### src/rtl/ddr_trk_pkg.sv
package ddr_trk_pkg;

  typedef enum logic [2:0] {
    CMD_NOP = 3'd0,
    CMD_ACT = 3'd1,
    CMD_RD  = 3'd2,
    CMD_WR  = 3'd3,
    CMD_PRE = 3'd4,
    CMD_REF = 3'd5,
    CMD_MRS = 3'd6
  } cmd_e;

  typedef enum logic [1:0] {
    ERR_NONE = 2'd0,
    ERR_IDLE = 2'd1,
    ERR_REOPEN = 2'd2,
    ERR_BUSY = 2'd3
  } err_e;

  localparam int AP_LEN_W = 4;

  // strobes from the control to the bank datapath
  typedef struct packed {
    logic                actEn;
    logic                preSel;
    logic                preAll;
    logic                apLoad;
    logic [AP_LEN_W-1:0] apLen;
  } strobe_t;

endpackage

### src/rtl/ddr_trk_ctrl.sv
module ddr_trk_ctrl
  import ddr_trk_pkg::*;
#(
  parameter int BANKS  = 4,
  parameter int ROW_W  = 12,
  parameter int COL_W  = 8,
  parameter int AP_BIT = 10,
  localparam int BA_W  = $clog2(BANKS)
) (
  input  logic             clk,
  input  logic             rstN,
  input  logic             cke,
  input  logic             csN,
  input  logic             rasN,
  input  logic             casN,
  input  logic             weN,
  input  logic [BA_W-1:0]  ba,
  input  logic [ROW_W-1:0] addr,
  input  logic [1:0]       blSel,
  input  logic [BANKS-1:0] bankOpen,
  output strobe_t          stb,
  output logic [2:0]       cmdCode,
  output logic [BA_W-1:0]  cmdBank,
  output logic [ROW_W-1:0] cmdAddr,
  output logic             cmdAutoPre,
  output logic             cmdAllBanks,
  output logic             cmdExtMode,
  output logic [1:0]       errKind,
  output logic             lowPower
);

  cmd_e             cmd;
  err_e             err;
  logic [ROW_W-1:0] repAddr;
  logic             anyOpen;
  logic             selOpen;
  logic             apReq;

  assign anyOpen = |bankOpen;
  assign selOpen = bankOpen[ba];
  assign apReq   = addr[AP_BIT];

  always_comb begin
    cmd = CMD_NOP;
    if (cke && !csN) begin
      case ({rasN, casN, weN})
        3'b011:  cmd = CMD_ACT;
        3'b101:  cmd = CMD_RD;
        3'b100:  cmd = CMD_WR;
        3'b010:  cmd = CMD_PRE;
        3'b001:  cmd = CMD_REF;
        3'b000:  cmd = CMD_MRS;
        default: cmd = CMD_NOP;
      endcase
    end
  end

  always_comb begin
    err = ERR_NONE;
    case (cmd)
      CMD_RD, CMD_WR:   if (!selOpen) err = ERR_IDLE;
      CMD_ACT:          if (selOpen)  err = ERR_REOPEN;
      CMD_REF, CMD_MRS: if (anyOpen)  err = ERR_BUSY;
      default:          err = ERR_NONE;
    endcase
  end

  always_comb begin
    repAddr = '0;
    case (cmd)
      CMD_ACT, CMD_MRS: repAddr = addr;
      CMD_RD, CMD_WR:   repAddr = {{(ROW_W-COL_W){1'b0}}, addr[COL_W-1:0]};
      default:          repAddr = '0;
    endcase
  end

  always_comb begin
    stb.actEn  = (cmd == CMD_ACT) && (err == ERR_NONE);
    stb.preSel = (cmd == CMD_PRE) && !apReq;
    stb.preAll = (cmd == CMD_PRE) && apReq;
    stb.apLoad = ((cmd == CMD_RD) || (cmd == CMD_WR)) && (err == ERR_NONE) && apReq;
    case (blSel)
      2'd2:    stb.apLen = AP_LEN_W'(3);
      2'd3:    stb.apLen = AP_LEN_W'(5);
      default: stb.apLen = AP_LEN_W'(2);
    endcase
  end

  always_ff @(posedge clk or negedge rstN) begin
    if (!rstN) begin
      cmdCode     <= CMD_NOP;
      cmdBank     <= '0;
      cmdAddr     <= '0;
      cmdAutoPre  <= 1'b0;
      cmdAllBanks <= 1'b0;
      cmdExtMode  <= 1'b0;
      errKind     <= ERR_NONE;
      lowPower    <= 1'b0;
    end else begin
      cmdCode     <= cmd;
      cmdBank     <= (cmd == CMD_NOP) ? '0 : ba;
      cmdAddr     <= repAddr;
      cmdAutoPre  <= ((cmd == CMD_RD) || (cmd == CMD_WR)) && apReq;
      cmdAllBanks <= stb.preAll;
      cmdExtMode  <= (cmd == CMD_MRS) && ba[0];
      errKind     <= err;
      lowPower    <= !cke && !anyOpen;
    end
  end

endmodule

### src/rtl/ddr_trk_banks.sv
module ddr_trk_banks
  import ddr_trk_pkg::*;
#(
  parameter int BANKS = 4,
  parameter int ROW_W = 12,
  localparam int BA_W = $clog2(BANKS)
) (
  input  logic                   clk,
  input  logic                   rstN,
  input  strobe_t                stb,
  input  logic [BA_W-1:0]        ba,
  input  logic [ROW_W-1:0]       addr,
  output logic [BANKS-1:0]       bankOpen,
  output logic [BANKS*ROW_W-1:0] openRows
);

  for (genvar gi = 0; gi < BANKS; gi++) begin : g_bank
    logic [AP_LEN_W-1:0] apCnt;
    logic                hit;

    assign hit = (ba == BA_W'(gi));

    always_ff @(posedge clk or negedge rstN) begin
      if (!rstN) begin
        bankOpen[gi]                  <= 1'b0;
        openRows[gi*ROW_W +: ROW_W]   <= '0;
        apCnt                         <= '0;
      end else if (stb.preAll || (stb.preSel && hit)) begin
        bankOpen[gi] <= 1'b0;
        apCnt        <= '0;
      end else if (apCnt == AP_LEN_W'(1)) begin
        bankOpen[gi] <= 1'b0;
        apCnt        <= '0;
      end else begin
        if (stb.actEn && hit) begin
          bankOpen[gi]                <= 1'b1;
          openRows[gi*ROW_W +: ROW_W] <= addr;
        end
        if (stb.apLoad && hit)
          apCnt <= stb.apLen;
        else if (apCnt != '0)
          apCnt <= apCnt - AP_LEN_W'(1);
      end
    end
  end

endmodule

### src/rtl/ddr_cmd_tracker.sv
module ddr_cmd_tracker
  import ddr_trk_pkg::*;
#(
  parameter int BANKS  = 4,
  parameter int ROW_W  = 12,
  parameter int COL_W  = 8,
  parameter int AP_BIT = 10,
  localparam int BA_W  = $clog2(BANKS)
) (
  input  logic                   clk,
  input  logic                   rstN,
  input  logic                   cke,
  input  logic                   csN,
  input  logic                   rasN,
  input  logic                   casN,
  input  logic                   weN,
  input  logic [BA_W-1:0]        ba,
  input  logic [ROW_W-1:0]       addr,
  input  logic [1:0]             blSel,
  output logic [2:0]             cmdCode,
  output logic [BA_W-1:0]        cmdBank,
  output logic [ROW_W-1:0]       cmdAddr,
  output logic                   cmdAutoPre,
  output logic                   cmdAllBanks,
  output logic                   cmdExtMode,
  output logic [1:0]             errKind,
  output logic [BANKS-1:0]       bankOpen,
  output logic [BANKS*ROW_W-1:0] openRows,
  output logic                   lowPower
);

  strobe_t stb;

  ddr_trk_ctrl #(
    .BANKS(BANKS), .ROW_W(ROW_W), .COL_W(COL_W), .AP_BIT(AP_BIT)
  ) ctrl_i (
    .clk(clk), .rstN(rstN), .cke(cke), .csN(csN), .rasN(rasN),
    .casN(casN), .weN(weN), .ba(ba), .addr(addr), .blSel(blSel),
    .bankOpen(bankOpen), .stb(stb), .cmdCode(cmdCode), .cmdBank(cmdBank),
    .cmdAddr(cmdAddr), .cmdAutoPre(cmdAutoPre), .cmdAllBanks(cmdAllBanks),
    .cmdExtMode(cmdExtMode), .errKind(errKind), .lowPower(lowPower)
  );

  ddr_trk_banks #(
    .BANKS(BANKS), .ROW_W(ROW_W)
  ) banks_i (
    .clk(clk), .rstN(rstN), .stb(stb), .ba(ba), .addr(addr),
    .bankOpen(bankOpen), .openRows(openRows)
  );

endmodule

### config.mk
export PLATFORM = sky130hd
export DESIGN_NAME = ddr_cmd_tracker
export DESIGN_NICKNAME = d
export VERILOG_FILES = /design/src/rtl/ddr_trk_pkg.sv /design/src/rtl/ddr_trk_ctrl.sv /design/src/rtl/ddr_trk_banks.sv /design/src/rtl/ddr_cmd_tracker.sv
export SDC_FILE = /design/constraint.sdc
export NUM_CORES = 1
export LEC_CHECK = 0
export ABC_AREA = 1
export BUFFER_PORTS_ARGS = -buffer_cell sky130_fd_sc_hd__buf_2
export CAP_MARGIN = 20
export CORE_MARGIN = 2
export CORE_UTILIZATION = 45
export CTS_BUF_LIST = sky130_fd_sc_hd__clkbuf_4
export DETAILED_ROUTE_END_ITERATION = 7
export GPL_TIMING_DRIVEN = 1
export PLACE_DENSITY = 0.69
export SYNTH_ARGS = -nofsm -noshare
export SYNTH_HDL_FRONTEND = slang
export SYNTH_SLANG_ARGS = --single-unit
### constraint.sdc
create_clock -name clk -period 4.25 [get_ports clk]
set_input_delay 1.275 -clock clk [delete_from_list [all_inputs] [get_ports clk]]
set_output_delay 1.275 -clock clk [all_outputs]
set_load 0.02 [all_outputs]
[After elaboration in Yosys (flattened, before gate mapping)]
Index checks and enable logic that the tools add are counted.
Operators by class
  add/subtract/negate cells: 4
  magnitude comparators: 1
  eq/ne operators: 20
  muxes and demuxes: 39
  bitwise operators: 8
  reduce and logical (&&, ||, !) cells: 54
Operator list (count)
  2-to-1 mux 4 bit: 16
  nonzero test 4 bit: 8
  one-hot mux 12 bit (2 select lines): 1
  logical AND 1 bit: 21
  one-hot mux 3 bit (6 select lines): 1
  == test 4 x 1 -> 1 bit (second input constant): 4
  subtractor 4 x 1 -> 4 bit (second input constant): 4
  == test 3 bit (second input constant): 5
  2-to-1 mux 1 bit: 14
  == test 3 x 2 -> 1 bit (second input constant): 4
  AND reduction 3 bit: 4
  nonzero test 3 bit: 4
  == test 2 bit (second input constant): 4
  inverter 1 bit: 8
  == test 3 x 1 -> 1 bit (second input constant): 2
  logical NOT 3 bit: 2
  2-to-1 mux 2 bit: 3
  one-hot mux 2 bit (3 select lines): 1
  one-hot mux 3 bit (2 select lines): 1
  OR reduction 2 bit: 3
  logical OR 1 bit: 5
  logical NOT 1 bit: 4
  logical NOT 2 bit: 2
  OR reduction 4 bit: 1
  other kinds (4): 4
Word-level totals
  flip-flop bits (word level): 91
  bits of input ports: 23
  output and inout bits: 75
  logic and storage cells: 146

[Logic depth before layout (Yosys ltp)]
  depth in word-level cells: 13
  mapped depth: 13
  mapped depth without buffers: 13

[Hierarchy]
A second synthesis with hierarchy kept.
Unflattened totals
  cells, all modules: 543
  area total of the unflattened synthesis: 4486.8 sq um
Modules (own cells, without submodules)
  ddr_trk_banks: instances 1, cells each 437, area each 3493.4 sq um, sequential area each 1701.6 sq um
  ddr_trk_ctrl: instances 1, cells each 106, area each 993.5 sq um, sequential area each 575.6 sq um

[Worst setup path after synthesis]
Ideal clock, no wire load.
  path kind: in2reg
  start point: input port addr[10]
  end point: register banks_i.openRows[34]
  setup time: 124 ps
  data arrival time: 2274 ps
  required time: 4126 ps
  path slack: 1852 ps
  stages: 8
  buffers on the path: 2
  path through: inv_1 > buf_2 > a21oi_1 > nor2_1 > nand3_4 > buf_6 > nand2_1 > o21ai_2
On the way
  cells in the longest elaborated chain, start to end: 6
  elaborated cells between the ends (all ways): 7
  those cells by class: 1 x bitwise; 6 x reduce/logical
Ends and longest elaborated chain
  start, declared: RTL line ddr_cmd_tracker.sv:18  | input logic [ROW_W-1:0] addr,
  logical NOT 1 bit: RTL line ddr_trk_ctrl.sv:79  | stb.preSel = (cmd == CMD_PRE) && !apReq;
  logical AND 1 bit: RTL line ddr_trk_ctrl.sv:79
  logical AND 1 bit: RTL line ddr_trk_banks.sv:28  | end else if (stb.preAll || (stb.preSel && hit)) begin
  logical OR 1 bit: RTL line ddr_trk_banks.sv:28
  inverter 1 bit (no source line)
  AND reduction 3 bit (no source line)
  end signal, assigned by index: RTL line ddr_trk_banks.sv:37  | openRows[gi*ROW_W +: ROW_W] <= addr;
  end, declared: RTL line ddr_trk_banks.sv:14  | output logic [BANKS*ROW_W-1:0] openRows
Parallel ways exist; a longest one is shown, timed or not.
A chain may end at the register's enable or synchronous reset.

[Final worst setup path]
  start point: input port addr[10]
  end point: register banks_i.openRows[17]
On the way
  cells in the longest elaborated chain, start to end: 6
  elaborated cells between the ends (all ways): 7
  those cells by class: 1 x bitwise; 6 x reduce/logical
Ends and longest elaborated chain (RTL line)
  logical NOT 1 bit: ddr_trk_ctrl.sv:79
  logical AND 1 bit: ddr_trk_ctrl.sv:79
  logical AND 1 bit: ddr_trk_banks.sv:28
  logical OR 1 bit (*): ddr_trk_banks.sv:28
  inverter 1 bit (no source line) (*)
  AND reduction 3 bit (no source line) (*)
Mark *: on every way between the ends. The rest lies on a longest branch, timed or not.

==> impl_results.md <==
- DR vias: ~3,300
- Final net count: between 500 and 600
- Critical path launch point: addr[10]
- Total GRT Usage: a little under a fifth
- Crit path cell chain: buf_2, inv_1, a21oi_1, nor2_1, nand3_4, nand2_1, o21ai_1
- CTS tree: yes
- Post-cts resize count: 0
- PwrDens: between 500 and 600 nW/um2
- Most common flop cell mapped by yosys: dfrtp_1
- Share of the synthesized area in the top cell type: between 50% and 60%
- Worst Clk Skew: 20.6 ps
- Storage element area: around 2300 um2
- Ant diodes: 0
- Flop pwr share: 43.4%
- Die Width: 100 um
- Least-Margin Pin Slew: roughly 750 ps
- # IOs: slightly below 100
- Total Wirelength: 8940 um
- DPL Wire Length: around 6400 um
- Post-synth EDFFs: 0
- Post-Syn Area: ~4200 um2
- Internal power consumption: 1.66 mW
- Slew Limit Headroom: about 50%
- Min-delay src: banks_i.openRows[1]
- 1st-iter DRT viols: 140
- Crit share post-route: 57.0%
- Post-CTS Setup Bufs: 0
- Worst r2r src: banks_i.bankOpen[1]
- Final Hold Viols: 0
- Outcome: complete, no violations
- DIE AREA: ~10,000 um2
- Data arrival time of the worst path: ~2700 ps
- Clock sink count: 91
- Area growth syn-to-layout: 16.8%
- H-tree lvl count: 3
- Sw frac: 38.7%
- Top-count cell post-synth: nand2_1
- #FFs+latches synth: 91
- Crit-path slowest cell: inv_1
- Clock share of power: 20.3%
- Area of the multi-input gates: 1580 um2
- Peak per-stage delay on the critical path: around 370 ps
- Critical path type: in -> reg
- Pins Over Slew Limit: 0
- Buffers added on ports: slightly below 100
- Syn Inst Count: 450
- Final Power: around 2.7 mW
- Most frequent cells after synthesis: 125 x nand2_1, 91 x dfrtp_1, 52 x inv_1, 36 x nor2_1, 25 x o21ai_1
- Avg WL per Cell: 13.5 um
- First-pass GRT wire length: around 15,000 um
- Hold Path Class: reg -> reg
- Avg Inst Size Synth: around 9.3 um2
- Maxcap violations: 0
- CTS max path bufs: 2
- CTS root buffer: clkbuf_4
- Critical path buffers and inverters: 2
- Residual DRC count: 0
- Seq/Total Area, Yosys: a little over half
- CP required: 4560 ps
- Top cells by area, synth: dfrtp_1 54%, nand2_1 11%, o21ai_2 4.8%, inv_1 4.7%, ha_1 3.6%
- CTS Hold Buffers Added: 0
- Area of the core: 9110 um2
- Max VDD drop: roughly 0.22 mV
- Crit. End Element: flop
- Final min period: 2420 ps
- Top delay family on crit path: simple AND/OR/NAND/NOR gates
- Psw: roughly 1.0 mW
- Clk_lat worst skew: 440 ps
- TritonCTS Buffers: 9
- Logic pwr share: 36.3%
- Total leakage power: 2.83 nW
- Global route total overflow: 0
- RePlAce Congestion: 0.872
- Die span in y: 100 um
- Vias in the first global route: 3,173
- Setup-failing EPs final: 0
- Synth warn: 0
- Synth area leader: dfrtp_1
- CP Max Fanout: 25
- Share of layout cells above drive strength 1: 29.1%
- Fraction of registers with async set or reset after synthesis: 100%
- RSZ-0062 raised after global routing: no
- Post-DR vias/cell: roughly 5.0
- Clock-pin slew on the worst setup and hold paths: roughly 150 ps
- DRT antenna net count: 0
- Setup TNS: 0 ps
- Post-synthesis cell type count: 30
- Largest net degree at the start of global routing: between 90 and 100
- Fillers: 859
- Pre-Repair DR Iteration Count: 4
- Initial antenna violation count: 0
- CP Launch Type: primary input
- FP Rows: 35
- F_max: 0.412 GHz
- Net count after synthesis: approximately 490
- Starting density of the core: a little under half
[layout make-up]
cell class | count | area share (%)
timing repair buffer | 98 | 10.4
tap | 111 | 2.84
multi-input combinational | 292 | 32.3
clock inverter | 6 | 1.97
inverter | 57 | 4.48
clock buffer | 9 | 1.38
sequential | 91 | 46.6
[flip-flops by register name, summed over array words and instances (netlist names)]
signal / count
banks_i.openRows: 48
banks_i.g_bank.apCnt: 16
ctrl_i.cmdAddr: 12
banks_i.bankOpen: 4
ctrl_i.cmdCode: 3
ctrl_i.cmdBank: 2
ctrl_i.errKind: 2
ctrl_i.cmdAllBanks: 1
ctrl_i.cmdAutoPre: 1
ctrl_i.cmdExtMode: 1
ctrl_i.lowPower: 1
[tightest hold or removal path, stage by stage (launching register included)]
cell and delay (ps):
dfrtp_1 370, nand2_1 60, o21ai_2 50
[cell usage in the layout, fill, tap and decap left out, types with 3 or more instances in the layout]
master / count
o21ai_2: 23
nand4_1: 3
a21oi_1: 8
xor2_1: 4
dfrtp_1: 91
nand2_2: 6
nand3_1: 19
inv_2: 3
clkbuf_4: 9
inv_1: 52
nand3_4: 4
and2_1: 4
nor2_1: 36
o21ai_0: 5
buf_2: 96
nand2_1: 125
nor3_1: 3
o21ai_1: 25
ha_1: 12
a21oi_2: 4
[kinds of logic (layout without fill, tap and decap cells)]
logic type / Yosys count / count (layout) / share of synthesized area, %
AND/OR/NAND/NOR: 209 / 209 / 22.8
AO/OA/AOI/OAI: 67 / 67 / 10.5
buffers and inverters: 67 / 170 / 7.78
flip-flops: 91 / 91 / 54.5
adder cells (fa/ha/maj): 12 / 12 / 3.59
XOR/XNOR: 4 / 4 / 0.838
[routing by layer]
layer  global-route usage (%)  routed length, um  vias up
met2                     30.0               4190      102
met5                        0                  0        -
met3                     3.90                546        8
met1                     26.2               4130     1588
li1                         -                  -     1625
met4                     5.37                 72        0
[path summary, 6_finish.rpt]
path | cells after the start | endpoint | slack (ps)
setup / recovery | 7 | banks_i.openRows[17] | 1830
hold / removal | 2 | banks_i.openRows[1] | 500
setup reg to reg | 8 | banks_i.g_bank[1].apCnt[2] | 2340
hold reg to reg | 2 | banks_i.openRows[1] | 500
max in group asynchronous | 2 | banks_i.g_bank[1].apCnt[1] | 2750
min in group asynchronous | 1 | ctrl_i.cmdAutoPre | 830
[power by group through the flow]
stage / Clock (mW) / Sequential (mW) / Combinational (mW)
2_1_floorplan: 0 / 1.29 / 0.594
3_3_place_gp: 0 / 1.18 / 0.948
3_5_place_dp: 0 / 1.19 / 0.981
4_1_cts: 0.567 / 1.17 / 0.985
5_1_grt: 0.600 / 1.19 / 1.12
6_report: 0.550 / 1.17 / 0.979
[through the flow]
| stage | hold slack, ps | utilization [%] | std cells | area, um2 | setup slack, ps |
|---|---|---|---|---|---|
| after global placement | 462 | 51.6 | 648 | 4700 | 1380 |
| after CTS | 499 | 53.4 | 663 | 4870 | 1820 |
| after global routing | 526 | 53.6 | 664 | 4890 | 1640 |
| final | 497 | 53.6 | 664 | 4890 | 1830 |
| after detailed placement | 464 | 51.6 | 648 | 4700 | 1320 |
| after floorplan | 500 | - | 450 | 4180 | 1850 |
Power figures use the tool's default switching activity.
